**config.mk**
```make
export PLATFORM = sky130hd
export DESIGN_NAME = flash_cmd_ctrl
export DESIGN_NICKNAME = d
export VERILOG_FILES = /design/src/rtl/flash_cmd_pkg.sv /design/src/rtl/flash_bus_sync.sv /design/src/rtl/flash_cmd_fsm.sv /design/src/rtl/flash_read_sel.sv /design/src/rtl/flash_cmd_ctrl.sv
export SDC_FILE = /design/constraint.sdc
export NUM_CORES = 1
export LEC_CHECK = 0
export BUFFER_PORTS_ARGS = -buffer_cell sky130_fd_sc_hd__buf_2
export CORE_UTILIZATION = 50
export DETAILED_ROUTE_END_ITERATION = 10
export PLACE_DENSITY = 0.8
export SLEW_MARGIN = 40
export SYNTH_ARGS = -nofsm -noshare
export SYNTH_HDL_FRONTEND = slang
export SYNTH_SLANG_ARGS = --single-unit
```
**constraint.sdc**
```tcl
create_clock -name clk -period 2.9 [get_ports clk]
set_clock_uncertainty 0.2 [all_clocks]
set_input_delay 0.58 -clock clk [delete_from_list [all_inputs] [get_ports clk]]
set_output_delay 0.58 -clock clk [all_outputs]
set_load 0.03 [all_outputs]
```
**src/rtl/flash_cmd_pkg.sv**
```systemverilog
package flash_cmd_pkg;

   localparam logic [7:0] CMD_ARRAY    = 8'h00;
   localparam logic [7:0] CMD_IDENT    = 8'h90;
   localparam logic [7:0] CMD_ERASE    = 8'h20;
   localparam logic [7:0] CMD_ERASE_CK = 8'hA0;
   localparam logic [7:0] CMD_PROG     = 8'h40;
   localparam logic [7:0] CMD_PROG_CK  = 8'hC0;
   localparam logic [7:0] CMD_RESET    = 8'hFF;

   typedef enum logic [2:0] {
      MD_ARRAY,
      MD_IDENT,
      MD_ERASE_ARM,
      MD_ERASE_CHK,
      MD_PROG_ARM,
      MD_PROG_CHK,
      MD_RESET_ARM
   } fmode_e;

endpackage

```
**src/rtl/flash_bus_sync.sv**
```systemverilog
module flash_bus_sync #(
   parameter int          W      = 2,
   parameter int          STAGES = 2,
   parameter logic [W-1:0] IDLE  = '1
) (
   input  logic         clk,
   input  logic         rst_n,
   input  logic [W-1:0] async_in,
   output logic [W-1:0] sync_out,
   output logic [W-1:0] fell,
   output logic [W-1:0] rose
);

   localparam int LAST = STAGES;

   if (STAGES < 2) begin : g_bad_stages
      $error("flash_bus_sync: STAGES must be at least 2");
   end

   logic [W-1:0] chain [LAST+1];

   for (genvar g = 0; g <= LAST; g++) begin : g_stage
      if (g == 0) begin : g_first
         always_ff @(posedge clk) begin
            if (!rst_n) chain[g] <= IDLE;
            else        chain[g] <= async_in;
         end
      end else begin : g_next
         always_ff @(posedge clk) begin
            if (!rst_n) chain[g] <= IDLE;
            else        chain[g] <= chain[g-1];
         end
      end
   end

   assign sync_out = chain[LAST-1];
   assign fell     = chain[LAST] & ~chain[LAST-1];
   assign rose     = ~chain[LAST] & chain[LAST-1];

endmodule

```
**src/rtl/flash_cmd_fsm.sv**
```systemverilog
module flash_cmd_fsm
   import flash_cmd_pkg::*;
#(
   parameter int AW = 17,
   parameter int DW = 8
) (
   input  logic          clk,
   input  logic          rst_n,
   input  logic          hv_ok,
   input  logic          we_fall,
   input  logic          we_rise,
   input  logic          ce_low,
   input  logic [AW-1:0] bus_addr,
   input  logic [DW-1:0] bus_wdata,
   output fmode_e        mode,
   output logic [AW-1:0] ev_addr,
   output logic [AW-1:0] pa_addr,
   output logic          erase_go,
   output logic          prog_go,
   output logic [AW-1:0] op_addr,
   output logic [DW-1:0] op_data
);

   if (DW < 8) begin : g_bad_dw
      $error("flash_cmd_fsm: DW must be at least 8");
   end

   logic          wr_open;
   logic [AW-1:0] lat_addr;

   function automatic logic is_cmd(input logic [DW-1:0] d, input logic [7:0] c);
      return d == DW'(c);
   endfunction

   always_ff @(posedge clk) begin
      if (!rst_n) begin
         mode     <= MD_ARRAY;
         wr_open  <= 1'b0;
         lat_addr <= '0;
         ev_addr  <= '0;
         pa_addr  <= '0;
         erase_go <= 1'b0;
         prog_go  <= 1'b0;
         op_addr  <= '0;
         op_data  <= '0;
      end else begin
         erase_go <= 1'b0;
         prog_go  <= 1'b0;
         if (we_fall && ce_low) begin
            wr_open  <= 1'b1;
            lat_addr <= bus_addr;
         end
         if (!hv_ok) begin
            mode    <= MD_ARRAY;
            wr_open <= 1'b0;
         end else if (we_rise && wr_open) begin
            wr_open <= 1'b0;
            case (mode)
               MD_ERASE_ARM: begin
                  if (is_cmd(bus_wdata, CMD_ERASE)) begin
                     erase_go <= 1'b1;
                     op_addr  <= lat_addr;
                     op_data  <= bus_wdata;
                  end
                  mode <= MD_ARRAY;
               end
               MD_PROG_ARM: begin
                  prog_go <= 1'b1;
                  op_addr <= lat_addr;
                  op_data <= bus_wdata;
                  pa_addr <= lat_addr;
                  mode    <= MD_ARRAY;
               end
               MD_RESET_ARM: mode <= MD_ARRAY;
               default: begin
                  if      (is_cmd(bus_wdata, CMD_IDENT))    mode <= MD_IDENT;
                  else if (is_cmd(bus_wdata, CMD_ERASE))    mode <= MD_ERASE_ARM;
                  else if (is_cmd(bus_wdata, CMD_PROG))     mode <= MD_PROG_ARM;
                  else if (is_cmd(bus_wdata, CMD_PROG_CK))  mode <= MD_PROG_CHK;
                  else if (is_cmd(bus_wdata, CMD_RESET))    mode <= MD_RESET_ARM;
                  else if (is_cmd(bus_wdata, CMD_ERASE_CK)) begin
                     mode    <= MD_ERASE_CHK;
                     ev_addr <= lat_addr;
                  end else mode <= MD_ARRAY;
               end
            endcase
         end
      end
   end

   p_erase_pulse_r11: assert property (@(posedge clk) disable iff (!rst_n)
      erase_go |=> !erase_go);
   p_prog_pulse_r11: assert property (@(posedge clk) disable iff (!rst_n)
      prog_go |=> !prog_go);
   p_hv_gate_r1: assert property (@(posedge clk) disable iff (!rst_n)
      !hv_ok |=> (!erase_go && !prog_go));
   p_erase_arm_r5: assert property (@(posedge clk) disable iff (!rst_n)
      erase_go |-> $past(mode) == MD_ERASE_ARM);
   p_prog_arm_r7: assert property (@(posedge clk) disable iff (!rst_n)
      prog_go |-> $past(mode) == MD_PROG_ARM);
   p_pa_keep_r8: assert property (@(posedge clk) disable iff (!rst_n)
      (mode == MD_PROG_CHK) |=> $stable(pa_addr));

endmodule

```
**src/rtl/flash_read_sel.sv**
```systemverilog
module flash_read_sel
   import flash_cmd_pkg::*;
#(
   parameter int          AW       = 17,
   parameter int          DW       = 8,
   parameter logic [DW-1:0] MFR_CODE = DW'(8'h89),
   parameter logic [DW-1:0] DEV_CODE = DW'(8'hB4)
) (
   input  fmode_e        mode,
   input  logic          ce_n,
   input  logic          oe_n,
   input  logic [AW-1:0] bus_addr,
   input  logic [AW-1:0] ev_addr,
   input  logic [AW-1:0] pa_addr,
   input  logic [DW-1:0] arr_rdata,
   output logic [AW-1:0] arr_addr,
   output logic [DW-1:0] bus_rdata
);

   if (AW < 1) begin : g_bad_aw
      $error("flash_read_sel: AW must be at least 1");
   end

   always_comb begin
      case (mode)
         MD_ERASE_CHK: arr_addr = ev_addr;
         MD_PROG_CHK:  arr_addr = pa_addr;
         default:      arr_addr = bus_addr;
      endcase
   end

   always_comb begin
      if (ce_n || oe_n)                    bus_rdata = '0;
      else if (mode != MD_IDENT)           bus_rdata = arr_rdata;
      else if (bus_addr == AW'(0))         bus_rdata = MFR_CODE;
      else if (bus_addr == AW'(1))         bus_rdata = DEV_CODE;
      else                                 bus_rdata = '0;
   end

endmodule

```
**src/rtl/flash_cmd_ctrl.sv**
```systemverilog
module flash_cmd_ctrl
   import flash_cmd_pkg::*;
#(
   parameter int            AW          = 17,
   parameter int            DW          = 8,
   parameter int            SYNC_STAGES = 2,
   parameter logic [DW-1:0] MFR_CODE    = DW'(8'h89),
   parameter logic [DW-1:0] DEV_CODE    = DW'(8'hB4)
) (
   input  logic          clk,
   input  logic          rst_n,
   input  logic          hv_ok,
   input  logic          bus_ce_n,
   input  logic          bus_we_n,
   input  logic          bus_oe_n,
   input  logic [AW-1:0] bus_addr,
   input  logic [DW-1:0] bus_wdata,
   output logic [DW-1:0] bus_rdata,
   output logic [AW-1:0] arr_addr,
   input  logic [DW-1:0] arr_rdata,
   output logic          erase_go,
   output logic          prog_go,
   output logic [AW-1:0] op_addr,
   output logic [DW-1:0] op_data
);

   localparam int STROBES = 2;

   logic [STROBES-1:0] strb_sync, strb_fell, strb_rose;
   fmode_e             mode;
   logic [AW-1:0]      ev_addr, pa_addr;

   flash_bus_sync #(.W(STROBES), .STAGES(SYNC_STAGES), .IDLE('1)) u_sync (
      .clk(clk), .rst_n(rst_n), .async_in({bus_ce_n, bus_we_n}),
      .sync_out(strb_sync), .fell(strb_fell), .rose(strb_rose));

   flash_cmd_fsm #(.AW(AW), .DW(DW)) u_fsm (
      .clk(clk), .rst_n(rst_n), .hv_ok(hv_ok),
      .we_fall(strb_fell[0]), .we_rise(strb_rose[0]), .ce_low(~strb_sync[1]),
      .bus_addr(bus_addr), .bus_wdata(bus_wdata), .mode(mode),
      .ev_addr(ev_addr), .pa_addr(pa_addr), .erase_go(erase_go),
      .prog_go(prog_go), .op_addr(op_addr), .op_data(op_data));

   flash_read_sel #(.AW(AW), .DW(DW), .MFR_CODE(MFR_CODE), .DEV_CODE(DEV_CODE)) u_rsel (
      .mode(mode), .ce_n(bus_ce_n), .oe_n(bus_oe_n), .bus_addr(bus_addr),
      .ev_addr(ev_addr), .pa_addr(pa_addr), .arr_rdata(arr_rdata),
      .arr_addr(arr_addr), .bus_rdata(bus_rdata));

   p_no_dual_strobe_r11: assert property (@(posedge clk) disable iff (!rst_n)
      !(erase_go && prog_go));
   p_strobe_needs_rise_r2: assert property (@(posedge clk) disable iff (!rst_n)
      (erase_go || prog_go) |-> $past(strb_rose[0]));

endmodule

```
# Word-level counts from Yosys, hierarchy flattened

Memories as Yosys holds them, arrays and structs flattened.
Cells that the tools add are included.

Output and inout port bits: 52
Bits in writable memories: 6
Register bits after elaboration: 82
Word-level logic and storage cells: 76
Bits of input ports: 39
Memories kept: 1

Equal/unequal tests: 14
Bitwise operators: 16
Mux-type cells: 23
Reductions and logical operators: 13

Memories:

| name         | depth | bits a word | read ports | clocked after memory_dff | write ports | RTL line             | RTL |
|---|---|---|---|---|---|---|---|
| u_sync.chain | 3     | 2           | 3          | 0                        | 3           | flash_bus_sync.sv:20 | `logic [W-1:0] chain [LAST+1];` |

Operators by type and width:

| cell                                                  | number |
|---|---|
| case mux 17 bit (2 select lines)                      | 2 |
| 2-to-1 mux 8 bit                                      | 5 |
| equality test 8 bit (second input constant)           | 4 |
| 2-to-1 mux 3 bit                                      | 6 |
| equality test 17 x 1 -> 1 bit (second input constant) | 1 |
| logical NOT 17 bit                                    | 1 |
| 2-to-1 mux 17 bit                                     | 1 |
| case mux 8 bit (2 select lines)                       | 1 |
| inverter 1 bit                                        | 11 |
| equality test 3 bit (second input constant)           | 3 |
| AND reduction 9 bit                                   | 1 |
| equality test 8 x 6 -> 1 bit (second input constant)  | 1 |
| equality test 8 x 7 -> 1 bit (second input constant)  | 1 |
| 2-to-1 mux 2 bit                                      | 4 |
| AND reduction 4 bit                                   | 2 |
| equality test 3 x 2 -> 1 bit (second input constant)  | 2 |
| AND reduction 3 bit                                   | 2 |
| OR reduction 3 bit                                    | 2 |
| 2-to-1 mux 1 bit                                      | 4 |
| != test 3 x 1 -> 1 bit (second input constant)        | 1 |
| bitwise OR 1 bit                                      | 3 |
| bitwise AND 1 bit                                     | 2 |
| logical AND 1 bit                                     | 2 |
| != test 2 x 1 -> 1 bit (second input constant)        | 1 |
| 3 further kinds                                       | 3 |

# Logic depth before layout (Yosys ltp)

Depth after elaboration: 8
Mapped depth: 7
Depth with buffers taken out: 4

# By module

Synthesis repeated with hierarchy kept, for this count alone.

Cells, all modules: 435
Area, all modules: 3886.2 um^2

Modules (own cells, without submodules):

| module         | seq. area each (um^2) | instances | area each (um^2) | cells an instance |
|---|---|---|---|---|
| flash_cmd_fsm  | 1641.6                | 1         | 3216.8           | 352 |
| flash_read_sel | 0.0                   | 1         | 483.0            | 66 |
| flash_bus_sync | 120.1                 | 1         | 182.7            | 16 |
| flash_cmd_ctrl | 0.0                   | 1         | 3.8              | 1 |

# Least setup slack after synthesis

No wires, ideal clock.

Path kind: input to output
Start point: in bus_addr[10]
End point: out bus_rdata[0]
Arrival time: 1821 ps
Required time: 2120 ps
Path slack: 299 ps
Buffers on the path: 0
Stages: 4
Cell sequence: nor4_1 > nand4_1 > or3_1 > a21oi_1

Longest elaborated chain between the ends: 4

Ends and longest elaborated chain:

| item               | RTL line             | RTL |
|---|---|---|
| from (decl)        | flash_cmd_ctrl.sv:16 | `input logic [AW-1:0] bus_addr,` |
| logical NOT 17 bit | flash_read_sel.sv:35 | `else if (bus_addr == AW'(0)) bus_rdata = MFR_CODE;` |
| 2-to-1 mux 8 bit   | flash_read_sel.sv:35 |  |
| 2-to-1 mux 8 bit   | flash_read_sel.sv:34 | `else if (mode != MD_IDENT) bus_rdata = arr_rdata;` |
| 2-to-1 mux 8 bit   | flash_read_sel.sv:33 | `if (ce_n \|\| oe_n) bus_rdata = '0;` |
| to (decl)          | flash_cmd_ctrl.sv:18 | `output logic [DW-1:0] bus_rdata,` |

Every way passes these cells.

# Worst setup path after layout

Same ends and word-level chain as after synthesis.

==> flow_metrics.tcl <==
set metrics [dict create \
    io_buffers 90 \
    crit_slowest_cell "or3_1" \
    tns_ns 0 \
    min_path_type "flop to flop" \
    diodes 0 \
    area_growth_pct 20.3 \
    wirelength_mm 8.63 \
    slowest_delay_ns 0.38 \
    r2r_slack_ns 0.70 \
    drtAntennaViolNets 0 \
    fin_crit_sh_pct 96.9 \
    synth_cell_type_count 39 \
    dp_cells 603 \
    syn_area_per_cell_um2 8.83 \
    grt_pass1_vias 2843 \
    syn-instance-count 429 \
    cts_setup_buffers 0 \
    crit_path_max_fanout 3 \
    grt_overflow 0 \
    place_ws_ns 0.0927 \
    dp_hpwl_mm 5.99 \
    ys_ff_latch 87 \
    grt_max_degree 74 \
    cts_resized 0 \
    grt_pass1_wl_mm 13.3 \
    cp.required_ns 2.12 \
    yosys-top-cells-count "nand2_1 (142), dfxtp_1 (87), mux2i_1 (59)" \
    drive_gt1_share_pct 24.4 \
    yosys-top-cells-area "dfxtp_1 (46%), mux2i_1 (16%), nand2_1 (14%)" \
    firstDrtPassIters 4 \
    clk_pin_slew_ns 0.07 \
    numCtsBuffers 9 \
    stdcell_count 619 \
    synth_warnings 0 \
    slew_headroom_pct 54.6 \
    max_cap_violations 0 \
    finalPower_mw 2.13 \
    coreArea_um2 7290 \
    setup_ws_ns 0.0893 \
    synth_edf_count 0 \
    avgRoutedWirePerCell_um 13.9 \
    worstMarginPinSlew_ns 0.678 \
    drt-initial-drc-count 143 \
    routed_via_density 5.21 \
    drcViolationCount 0 \
    rsz0062_at_grt "false" \
    cts_tree "done" \
    max-vdd-ir-drop_v 0.000247 \
    slew_viol_final 0 \
    n_fill_cell 668 \
    initial_utilization_pct 51.9 \
    final_nets 554 \
    path_common_cell "buf_2" \
    grt_use_total_pct 22.2 \
    clock_latency_ns 0.34 \
    synth_area_um2 3790 \
    ys.flop_type "dfxtp_1" \
    p_leak_nw 1.80 \
    io_pins 91 \
    synth_most_common_cell "nand2_1" \
    place_congestion 0.761 \
    finalSetupViolations 0 \
    die_area_um2 7930 \
    power_density_nw_per_um2 468 \
    cts.sinks 87 \
    htreeDepth 3 \
    crit_buf_inv 3 \
    vias 3222 \
    cts.path.max_buffers 2 \
    critPathArrivalTime_ns 2.03 \
    status "complete, no violations" \
    die_w_um 89.0 \
    holdWs_ns 0.214 \
    cp-start-kind "input pin" \
    synth_nets 468 \
    hold_buffers 0 \
    crit_family "simple AND/OR/NAND/NOR gates" \
    row_count 31 \
    synth-seq-area-share_pct 46.0 \
    min_period_ns 2.81 \
    synthArstFlopShare_pct 0 \
    worst_setup_path_end_kind "output port" \
    root_buffer "clkbuf_8" \
    synth_top_area_share_pct 46.0 \
    fmax_mhz 356 \
    hold_viol_final 0 \
    worstSetupPathType "input pin to output port" \
    antenna_found_initial 0 \
    yosysTopAreaCell "dfxtp_1" \
    die_y_um 89.0 \
    path_cells "buf_2 -> nor4_1 -> buf_4 -> nand4_1 -> or3_1 -> a21oi_1 -> buf_2" \
]
-- metal layers --
layer	track usage, %	vias to the layer above	part of all wire, %
li1	-	1614	-
met1	29.1	1509	46
met2	36.4	88	47
met3	3.60	11	5.6
met4	9.67	0	1.6
met5	0	-	0
-- worst reg2reg max path: cells and delay by family, from the launching register on --
kind            cells  cell delay [ns]
simple gates        2             0.90
compound gates      1             0.16
buf+inv             1             0.25
mux                 1             0.20
flops               1             0.42
-- flip-flops by register name (all words and copies together) (netlist names) --
name / flops
u_fsm.ev_addr: 17
u_sync.chain: 5
u_fsm.op_data: 8
u_fsm.pa_addr: 17
u_fsm.wr_open: 1
u_fsm.mode: 3
u_fsm.erase_go: 1
u_fsm.op_addr: 17
u_fsm.lat_addr: 17
u_fsm.prog_go: 1
-- placed cells by master, fill, tap and decap left out, drive strengths merged, types with 4 or more instances in the layout --
cell	instances
nor2	4
nand2b	7
dfxtp	87
nor2b	17
o21ai	5
nor3	5
nor4	5
nand2	142
buf	102
a21oi	5
a21boi	17
clkbuf	12
mux2i	59
a22oi	16
-- per-stage QoR --
stage / area, um2 / utilization, %
finish: 4560 / 62.5
floorplan: 3790 / -
global placement: 4360 / 59.7
detailed placement: 4360 / 59.8
global route: 4560 / 62.5
CTS: 4540 / 62.3
-- cell type report --
cell class	count	area, um2	share of cell area, %
sequential	87	1740	38.2
clock inverter	4	30.0	0.659
multi-input combinational	312	1920	42.0
inverter	3	11.3	0.247
clock buffer	12	155	3.41
timing repair buffer	102	578	12.7
tap	99	124	2.72
-- path summary, 6_finish.rpt --
check | from | to | cells past startpoint
max | bus_addr[10] | bus_rdata[0] | 7
min | u_sync.chain[0][0] | u_sync.chain[1][0] | 1
max reg2reg | u_sync.chain[1][0] | u_fsm.op_data[7] | 5
min reg2reg | u_sync.chain[0][0] | u_sync.chain[1][0] | 1
-- where the power goes --
part / switching, mW / internal (mW)
Clock: 0.413 / 0.360
Combinational: 0.100 / 0.0560
Sequential: 0.00292 / 1.20
Total: 0.516 / 1.61
-- logic make-up (layout without fill, tap and decap cells) --
kind of cell	count (synthesis)	in the layout	share of synthesized area (%)
simple gates	200	200	23.8
compound gates	52	52	10.3
xor+xnor	1	1	0.231
mux	59	59	15.6
buf+inv	30	121	4.06
flops	87	87	46.0
No activity file was read; power rests on OpenSTA's default activity.
